`config.mk`:
```
export PLATFORM = sky130hd
export DESIGN_NAME = cfg_pio_engine
export DESIGN_NICKNAME = d
export VERILOG_FILES = /design/src/rtl/cfg_pio_pkg.sv /design/src/rtl/cfg_pio_seq.sv /design/src/rtl/cfg_pio_regfile.sv /design/src/rtl/cfg_pio_engine.sv
export SDC_FILE = /design/constraint.sdc
export NUM_CORES = 1
export LEC_CHECK = 0
export BUFFER_PORTS_ARGS = -buffer_cell sky130_fd_sc_hd__clkbuf_2
export CAP_MARGIN = 20
export CORE_UTILIZATION = 55
export DETAILED_ROUTE_END_ITERATION = 10
export GPL_TIMING_DRIVEN = 0
export PLACE_DENSITY = 0.9
export SYNTH_ARGS = -nofsm -noshare
export SYNTH_HDL_FRONTEND = slang
export SYNTH_HIERARCHICAL = 1
export SYNTH_SLANG_ARGS = --single-unit
```
`constraint.sdc`:
```
create_clock -name clk -period 6.1 [get_ports clk]
set_input_delay 0.915 -clock clk [delete_from_list [all_inputs] [get_ports clk]]
set_output_delay 0.915 -clock clk [all_outputs]
set_load 0.05 [all_outputs]
```
`src/rtl/cfg_pio_pkg.sv`:
```
`timescale 1ns/1ps
package cfg_pio_pkg;

    localparam int IDX_W = 4;

    localparam logic [IDX_W-1:0] RI_CTRL    = 4'd0;
    localparam logic [IDX_W-1:0] RI_STAT    = 4'd1;
    localparam logic [IDX_W-1:0] RI_ADDR_LO = 4'd2;
    localparam logic [IDX_W-1:0] RI_ADDR_HI = 4'd3;
    localparam logic [IDX_W-1:0] RI_WDATA   = 4'd4;
    localparam logic [IDX_W-1:0] RI_STRB    = 4'd5;
    localparam logic [IDX_W-1:0] RI_RDATA   = 4'd6;
    localparam logic [IDX_W-1:0] RI_START   = 4'd7;
    localparam logic [IDX_W-1:0] RI_ISR     = 4'd8;
    localparam logic [IDX_W-1:0] RI_TMO     = 4'd9;

    localparam int BYPASS_BIT = 24;
    localparam int CODE_LSB   = 7;

    typedef enum logic [1:0] {
        ST_IDLE,
        ST_ISSUE,
        ST_WAIT
    } seq_state_e;

    typedef struct packed {
        logic [3:0]  kind;
        logic        bypass;
        logic [63:0] addr;
        logic [31:0] wdata;
        logic [3:0]  strb;
    } pio_req_t;

    function automatic logic is_nonposted(input logic [3:0] k);
        return k[3];
    endfunction

    function automatic logic is_read(input logic [3:0] k);
        return k[3] & ~k[1];
    endfunction

endpackage

```
`src/rtl/cfg_pio_seq.sv`:
```
`timescale 1ns/1ps
module cfg_pio_seq
    import cfg_pio_pkg::*;
#(
    parameter int TMO_W = 16
) (
    input  logic             clk,
    input  logic             rst,
    input  logic             launch,
    input  logic             posted,
    input  logic [TMO_W-1:0] tmo_limit,
    input  logic             req_ready,
    input  logic             cpl_valid,
    output logic             busy,
    output logic             req_valid,
    output logic             done,
    output logic             done_cpl,
    output logic             abort
);

    localparam logic [TMO_W-1:0] ONE = TMO_W'(1);

    seq_state_e       st;
    logic [TMO_W-1:0] cnt;
    logic             tmo_en;
    logic             tmo_hit;

    assign tmo_en    = |tmo_limit;
    assign tmo_hit   = tmo_en && (cnt == tmo_limit - ONE);
    assign busy      = (st != ST_IDLE);
    assign req_valid = (st == ST_ISSUE);
    assign done_cpl  = (st == ST_WAIT) && cpl_valid;
    assign done      = done_cpl || (req_valid && req_ready && posted);
    assign abort     = busy && !done && tmo_hit;

    always_ff @(posedge clk) begin
        if (rst) begin
            st  <= ST_IDLE;
            cnt <= '0;
        end else if (st == ST_IDLE) begin
            if (launch) begin
                st  <= ST_ISSUE;
                cnt <= '0;
            end
        end else if (done || abort) begin
            st <= ST_IDLE;
        end else begin
            if (st == ST_ISSUE && req_ready) st <= ST_WAIT;
            cnt <= cnt + ONE;
        end
    end

    AST_TMO_BOUND: assert property (@(posedge clk) disable iff (rst)
        (busy && tmo_en) |-> (cnt < tmo_limit));
    AST_REQ_HOLD: assert property (@(posedge clk) disable iff (rst)
        (req_valid && !req_ready && !abort) |=> req_valid);
    AST_CPL_ENDS: assert property (@(posedge clk) disable iff (rst)
        done_cpl |=> !busy);
    AST_IDLE_STAYS: assert property (@(posedge clk) disable iff (rst)
        (!busy && !launch) |=> !busy);

endmodule

```
`src/rtl/cfg_pio_regfile.sv`:
```
`timescale 1ns/1ps
module cfg_pio_regfile
    import cfg_pio_pkg::*;
#(
    parameter int TMO_W       = 16,
    parameter int TMO_DEFAULT = 1000
) (
    input  logic             clk,
    input  logic             rst,
    input  logic             we,
    input  logic [IDX_W-1:0] waddr,
    input  logic [31:0]      wdata,
    input  logic [IDX_W-1:0] raddr,
    output logic [31:0]      rdata,
    input  logic             busy,
    input  logic             done,
    input  logic             done_cpl,
    input  logic             abort,
    input  logic [2:0]       cpl_status,
    input  logic [31:0]      cpl_data,
    output logic             launch,
    output pio_req_t         req,
    output logic [TMO_W-1:0] tmo_limit,
    output logic             irq
);

    logic        np_q;
    logic [2:0]  code_q;
    logic [31:0] rdata_q;
    logic [1:0]  isr_q;
    logic        cfg_we;

    assign cfg_we = we && !busy;
    assign launch = cfg_we && (waddr == RI_START) && wdata[0];
    assign irq    = |isr_q;

    always_ff @(posedge clk) begin
        if (rst) begin
            req       <= '0;
            np_q      <= 1'b0;
            code_q    <= '0;
            rdata_q   <= '0;
            isr_q     <= '0;
            tmo_limit <= TMO_W'(TMO_DEFAULT);
        end else begin
            if (cfg_we) begin
                case (waddr)
                    RI_CTRL: begin
                        req.kind   <= wdata[3:0];
                        req.bypass <= wdata[BYPASS_BIT];
                    end
                    RI_ADDR_LO: req.addr[31:0]  <= wdata;
                    RI_ADDR_HI: req.addr[63:32] <= wdata;
                    RI_WDATA:   req.wdata       <= wdata;
                    RI_STRB:    req.strb        <= wdata[3:0];
                    RI_TMO:     tmo_limit       <= wdata[TMO_W-1:0];
                    default: ;
                endcase
            end
            if (launch) np_q <= is_nonposted(req.kind);
            if (done) code_q <= done_cpl ? cpl_status : 3'd0;
            if (done_cpl && is_read(req.kind)) rdata_q <= cpl_data;
            if (we && waddr == RI_ISR) isr_q <= isr_q & ~wdata[1:0];
            if (done)  isr_q[0] <= 1'b1;
            if (abort) isr_q[1] <= 1'b1;
        end
    end

    always_comb begin
        rdata = '0;
        case (raddr)
            RI_CTRL: begin
                rdata[3:0]        = req.kind;
                rdata[BYPASS_BIT] = req.bypass;
            end
            RI_STAT: begin
                rdata[0]                   = np_q;
                rdata[CODE_LSB+2:CODE_LSB] = code_q;
            end
            RI_ADDR_LO: rdata = req.addr[31:0];
            RI_ADDR_HI: rdata = req.addr[63:32];
            RI_WDATA:   rdata = req.wdata;
            RI_STRB:    rdata[3:0] = req.strb;
            RI_RDATA:   rdata = rdata_q;
            RI_START:   rdata[0] = busy;
            RI_ISR:     rdata[1:0] = isr_q;
            RI_TMO:     rdata[TMO_W-1:0] = tmo_limit;
            default: ;
        endcase
    end

    AST_CFG_FROZEN: assert property (@(posedge clk) disable iff (rst)
        busy |=> ($stable(req) && $stable(tmo_limit)));
    AST_DONE_IRQ: assert property (@(posedge clk) disable iff (rst)
        done |=> (irq && isr_q[0]));
    AST_ABORT_FLAG: assert property (@(posedge clk) disable iff (rst)
        abort |=> isr_q[1]);
    AST_RDATA_KEEP: assert property (@(posedge clk) disable iff (rst)
        !(done_cpl && is_read(req.kind)) |=> $stable(rdata_q));

endmodule

```
`src/rtl/cfg_pio_engine.sv`:
```
`timescale 1ns/1ps
module cfg_pio_engine
    import cfg_pio_pkg::*;
#(
    parameter int TMO_W       = 16,
    parameter int TMO_DEFAULT = 1000
) (
    input  logic        clk,
    input  logic        rst,
    input  logic        reg_we,
    input  logic [3:0]  reg_waddr,
    input  logic [31:0] reg_wdata,
    input  logic [3:0]  reg_raddr,
    output logic [31:0] reg_rdata,
    output logic        req_valid,
    input  logic        req_ready,
    output logic [3:0]  req_type,
    output logic [63:0] req_addr,
    output logic [31:0] req_wdata,
    output logic [3:0]  req_strb,
    output logic        req_win_bypass,
    input  logic        cpl_valid,
    input  logic [2:0]  cpl_status,
    input  logic [31:0] cpl_data,
    output logic        irq
);

    pio_req_t         req;
    logic [TMO_W-1:0] tmo_limit;
    logic             launch;
    logic             busy;
    logic             done;
    logic             done_cpl;
    logic             abort;

    cfg_pio_regfile #(
        .TMO_W       (TMO_W),
        .TMO_DEFAULT (TMO_DEFAULT)
    ) u_regs (
        .clk        (clk),
        .rst        (rst),
        .we         (reg_we),
        .waddr      (reg_waddr),
        .wdata      (reg_wdata),
        .raddr      (reg_raddr),
        .rdata      (reg_rdata),
        .busy       (busy),
        .done       (done),
        .done_cpl   (done_cpl),
        .abort      (abort),
        .cpl_status (cpl_status),
        .cpl_data   (cpl_data),
        .launch     (launch),
        .req        (req),
        .tmo_limit  (tmo_limit),
        .irq        (irq)
    );

    cfg_pio_seq #(
        .TMO_W (TMO_W)
    ) u_seq (
        .clk       (clk),
        .rst       (rst),
        .launch    (launch),
        .posted    (!is_nonposted(req.kind)),
        .tmo_limit (tmo_limit),
        .req_ready (req_ready),
        .cpl_valid (cpl_valid),
        .busy      (busy),
        .req_valid (req_valid),
        .done      (done),
        .done_cpl  (done_cpl),
        .abort     (abort)
    );

    assign req_type       = req.kind;
    assign req_addr       = req.addr;
    assign req_wdata      = req.wdata;
    assign req_strb       = req.strb;
    assign req_win_bypass = req.bypass;

endmodule

```
==> flow_metrics.env <==
export IMPL_clock_sinks=177
export IMPL_synth_edf_count=0
export IMPL_route_detailed_drc=0
export IMPL_post_synth_top_area_cell="dfxtp_1"
export IMPL_final_critical_path_setup_slack_ns=2.41
export IMPL_post_synthesis_net_count=1162
export IMPL_reg2reg_depth=12
export IMPL_post_route_period_util=0.605
export IMPL_fin_worst_skew_ns=0.0114
export IMPL_synth_cells=1079
export IMPL_via_count_of_the_first_global_routing_pass=8675
export IMPL_timing_hold_worst_start="u_regs/rdata_q[27]"
export IMPL_count_of_maximum_capacitance_violations=0
export IMPL_cts_resized=0
export IMPL_initial_core_util=0.564
export IMPL_synth_top_cells_by_area="dfxtp_1 41%, nand2_1 13%, a21oi_1 9.9%"
export IMPL_total_area_of_multi_input_combinational_cells_mm2=0.00453
export IMPL_drt_wl_total_um=30800
export IMPL_dieArea_mm2=0.0161
export IMPL_ios=219
export IMPL_floorplan_core_area_mm2=0.0152
export IMPL_vias=9569
export IMPL_die_h_um=127
export IMPL_setup_violations=0
export IMPL_worstReg2RegStart="u_regs/tmo_limit[0]"
export IMPL_placer_s_final_routability_congestion_estimate=0.990
export IMPL_cp_start_kind="primary input"
export IMPL_synth_flop_cell="dfxtp_1"
export IMPL_rr_endpoint="u_seq/cnt[1]"
export IMPL_pin_count_of_the_biggest_net_entering_global_routing=17
export IMPL_clkSlewWorstSetupHoldPaths_ns=0.07
export IMPL_syn_cell_area_mm2=0.00858
export IMPL_ctsHtreeMaxLevel=4
export IMPL_clock_latency_on_the_worst_skew_pair_ns=0.44
export IMPL_synth_most_common_cell="nand2_1"
export IMPL_synth_cell_type_count=62
export IMPL_fillCellCount=1217
export IMPL_asyncSetResetFlopFracSynth=0
export IMPL_unrepaired_setup_endpoints_after_global_routing="false"
export IMPL_floorplan_row_count=45
export IMPL_final_seq_area_mm2=0.00354
export IMPL_whs_endpoint="u_regs/rdata_q[27]"
export IMPL_final_layout_size_suffix_gt1_frac=0.233
export IMPL_hold_path_depth=2
export IMPL_setup_tns_ns=0
export IMPL_detailedPlacementHpwl_um=22400
export IMPL_worstMarginPinSlew_ns=1.03
export IMPL_drv_slew=0
export IMPL_post_cts_repair_setup_buffers=0
export IMPL_crit_fanout=10
export IMPL_drtPass1Iterations=7
export IMPL_number_of_buffers_created_by_cts=17
export IMPL_grt_antenna_before_repair=0
export IMPL_clock_tree_buffer_depth=2
export IMPL_grt_total_usage=0.377
export IMPL_post_drt_wl_per_cell_um=20.3
export IMPL_place_port_buffers=215
export IMPL_max_clock_freq_mhz=271
export IMPL_grt_first_pass_wirelength_um=46300
export IMPL_ctsHoldBuffers=0
export IMPL_clk_root_buffer_cell="clkbuf_16"
export IMPL_die_w_um=127
export IMPL_max_slew_margin_rel=0.311
export IMPL_yosysTopAreaCellShare=0.413
export IMPL_synth_yosys_seq_area_share=0.413
export IMPL_layout_area_overhead_vs_synth_pct=21.8
export IMPL_finalHoldViolations=0
export IMPL_via_per_inst=6.32
export IMPL_type_of_the_tightest_min_delay_check="flip-flop to flip-flop"
export IMPL_crit_required_ns=5.18
export IMPL_leakagePower_uw=0.00414
export IMPL_antenna_violating_nets_post_route=0
export IMPL_crit_arrival_ns=2.78
export IMPL_globalRoute_totalOverflow=0
export IMPL_design_final_nets=1396
export IMPL_antenna_diode_count=0
export IMPL_synth_seq_cells=177
export IMPL_synth_area_per_cell_um2=7.95
export IMPL_yosysWarnings=6
export IMPL_path_class="primary input to primary output"
export IMPL_outcome="finished, final reports clean"
export IMPL_reg2reg_setup_slack_ns=3.17
export IMPL_crit_end_element="primary output"
export IMPL_initialDrtViolationCount=1481
export IMPL_post_synth_most_frequent_cells="308 x nand2_1, 177 x dfxtp_1, 170 x a21oi_1"
export IMPL_post_route_min_period_ns=3.69
export IMPL_dpl_worst_slack_ns=2.52
export IMPL_worst_ir_drop_on_vdd_v=0.000210
export IMPL_power_density_cell_area_mw_per_mm2=236
export IMPL_cts_tree="done"
==> area by class of cell <==
type / instances / share of cell area
multi-input cells: 810 / 0.433
repair buffers: 215 / 0.103
inverters: 10 / 0.00359
clock buffers: 19 / 0.0414
well taps: 188 / 0.0225
flip-flops and latches: 177 / 0.339
clock inverters: 13 / 0.0123
plain buffers: 82 / 0.0451
==> where the power goes <==
part | leakage (uW) | switching [uW] | internal [uW]
sequential | 0.00143 | 12.8 | 1170
combinational | 0.00245 | 158 | 63.8
clock | 0.000262 | 494 | 571
==> worst max-delay path by stage <==
| stage | cells past startpoint | to | from | slack [ns] |
|---|---|---|---|---|
| after floorplan | 5 | reg_rdata[8] | reg_raddr[0] | 2.35 |
| after global routing | 6 | reg_rdata[8] | reg_raddr[0] | 2.22 |
| after detailed placement | 7 | reg_rdata[4] | reg_raddr[2] | 2.52 |
| final | 6 | reg_rdata[8] | reg_raddr[0] | 2.41 |
| after global placement | 7 | reg_rdata[4] | reg_raddr[2] | 2.53 |
| after CTS | 7 | reg_rdata[4] | reg_raddr[2] | 2.51 |
==> stage by stage <==
step,hold WS [ns],cells,power [uW],instance area (um^2),utilization
after floorplan,0.432,1079,1330,8580,-
after global placement,0.443,1482,1410,9890,0.651
after detailed placement,0.447,1482,1420,9890,0.651
after CTS,0.456,1514,2450,10500,0.687
after global routing,0.473,1514,2510,10500,0.687
final,0.456,1514,2460,10500,0.687
==> state kept, by name, summed over array words and instances, names as in the netlist <==
signal	count
u_regs/tmo_limit	16
u_seq/cnt	16
u_regs/rdata_q	32
u_seq/st	2
u_regs/isr_q	2
u_regs/code_q	3
u_regs/np_q	1
u_regs/req	105
==> layout by cell type, fill, tap and decap left out, types with 5 or more instances in the layout <==
master        n
a21oi_1     170
a221o_1       6
a22o_1        7
a22oi_1       7
a32oi_1       9
and2_1        5
and3_1       12
buf_2        20
buf_4        15
buf_6        11
clkbuf_1     38
clkbuf_16    17
clkbuf_2    215
clkinvlp_4    5
dfxtp_1     177
inv_1        10
mux2_2        7
mux2i_1      49
nand2_1     308
nand2b_1      8
nand3_1      19
nand3b_1      9
nand4_1       7
nor2_1       28
nor2b_1      11
nor3_1        7
nor4_1        7
o211ai_1      6
o21ai_0       9
o22ai_1      18
o31ai_1      15
or3_1         5
or4_1        15
xnor2_1       9
xor2_1       10
==> kinds of logic after synthesis <==
logic type / share of synthesized area
AOI/OAI and AO/OA: 0.182
DFF: 0.413
adders and majority gates: 0.00438
muxes: 0.0677
buffers and inverters: 0.0594
xor gates and xnor gates: 0.0194
and+or+nand+nor: 0.254
==> layer usage <==
metal  routed length, um  vias to the layer above  GRT usage
li1                    -                     4254          -
met1               11200                     4370      0.447
met2               13600                      763      0.596
met3                3890                      182      0.107
met4                2060                        0      0.254
met5                   0                        -          0
==> worst max-delay path: stages <==
cell and delay [ns]:
buf_2 0.24, nor2b_1 0.38, buf_2 0.32, a221oi_1 0.11, o32ai_1 0.43, clkbuf_2 0.36
(Power assumes the default switching activity.)
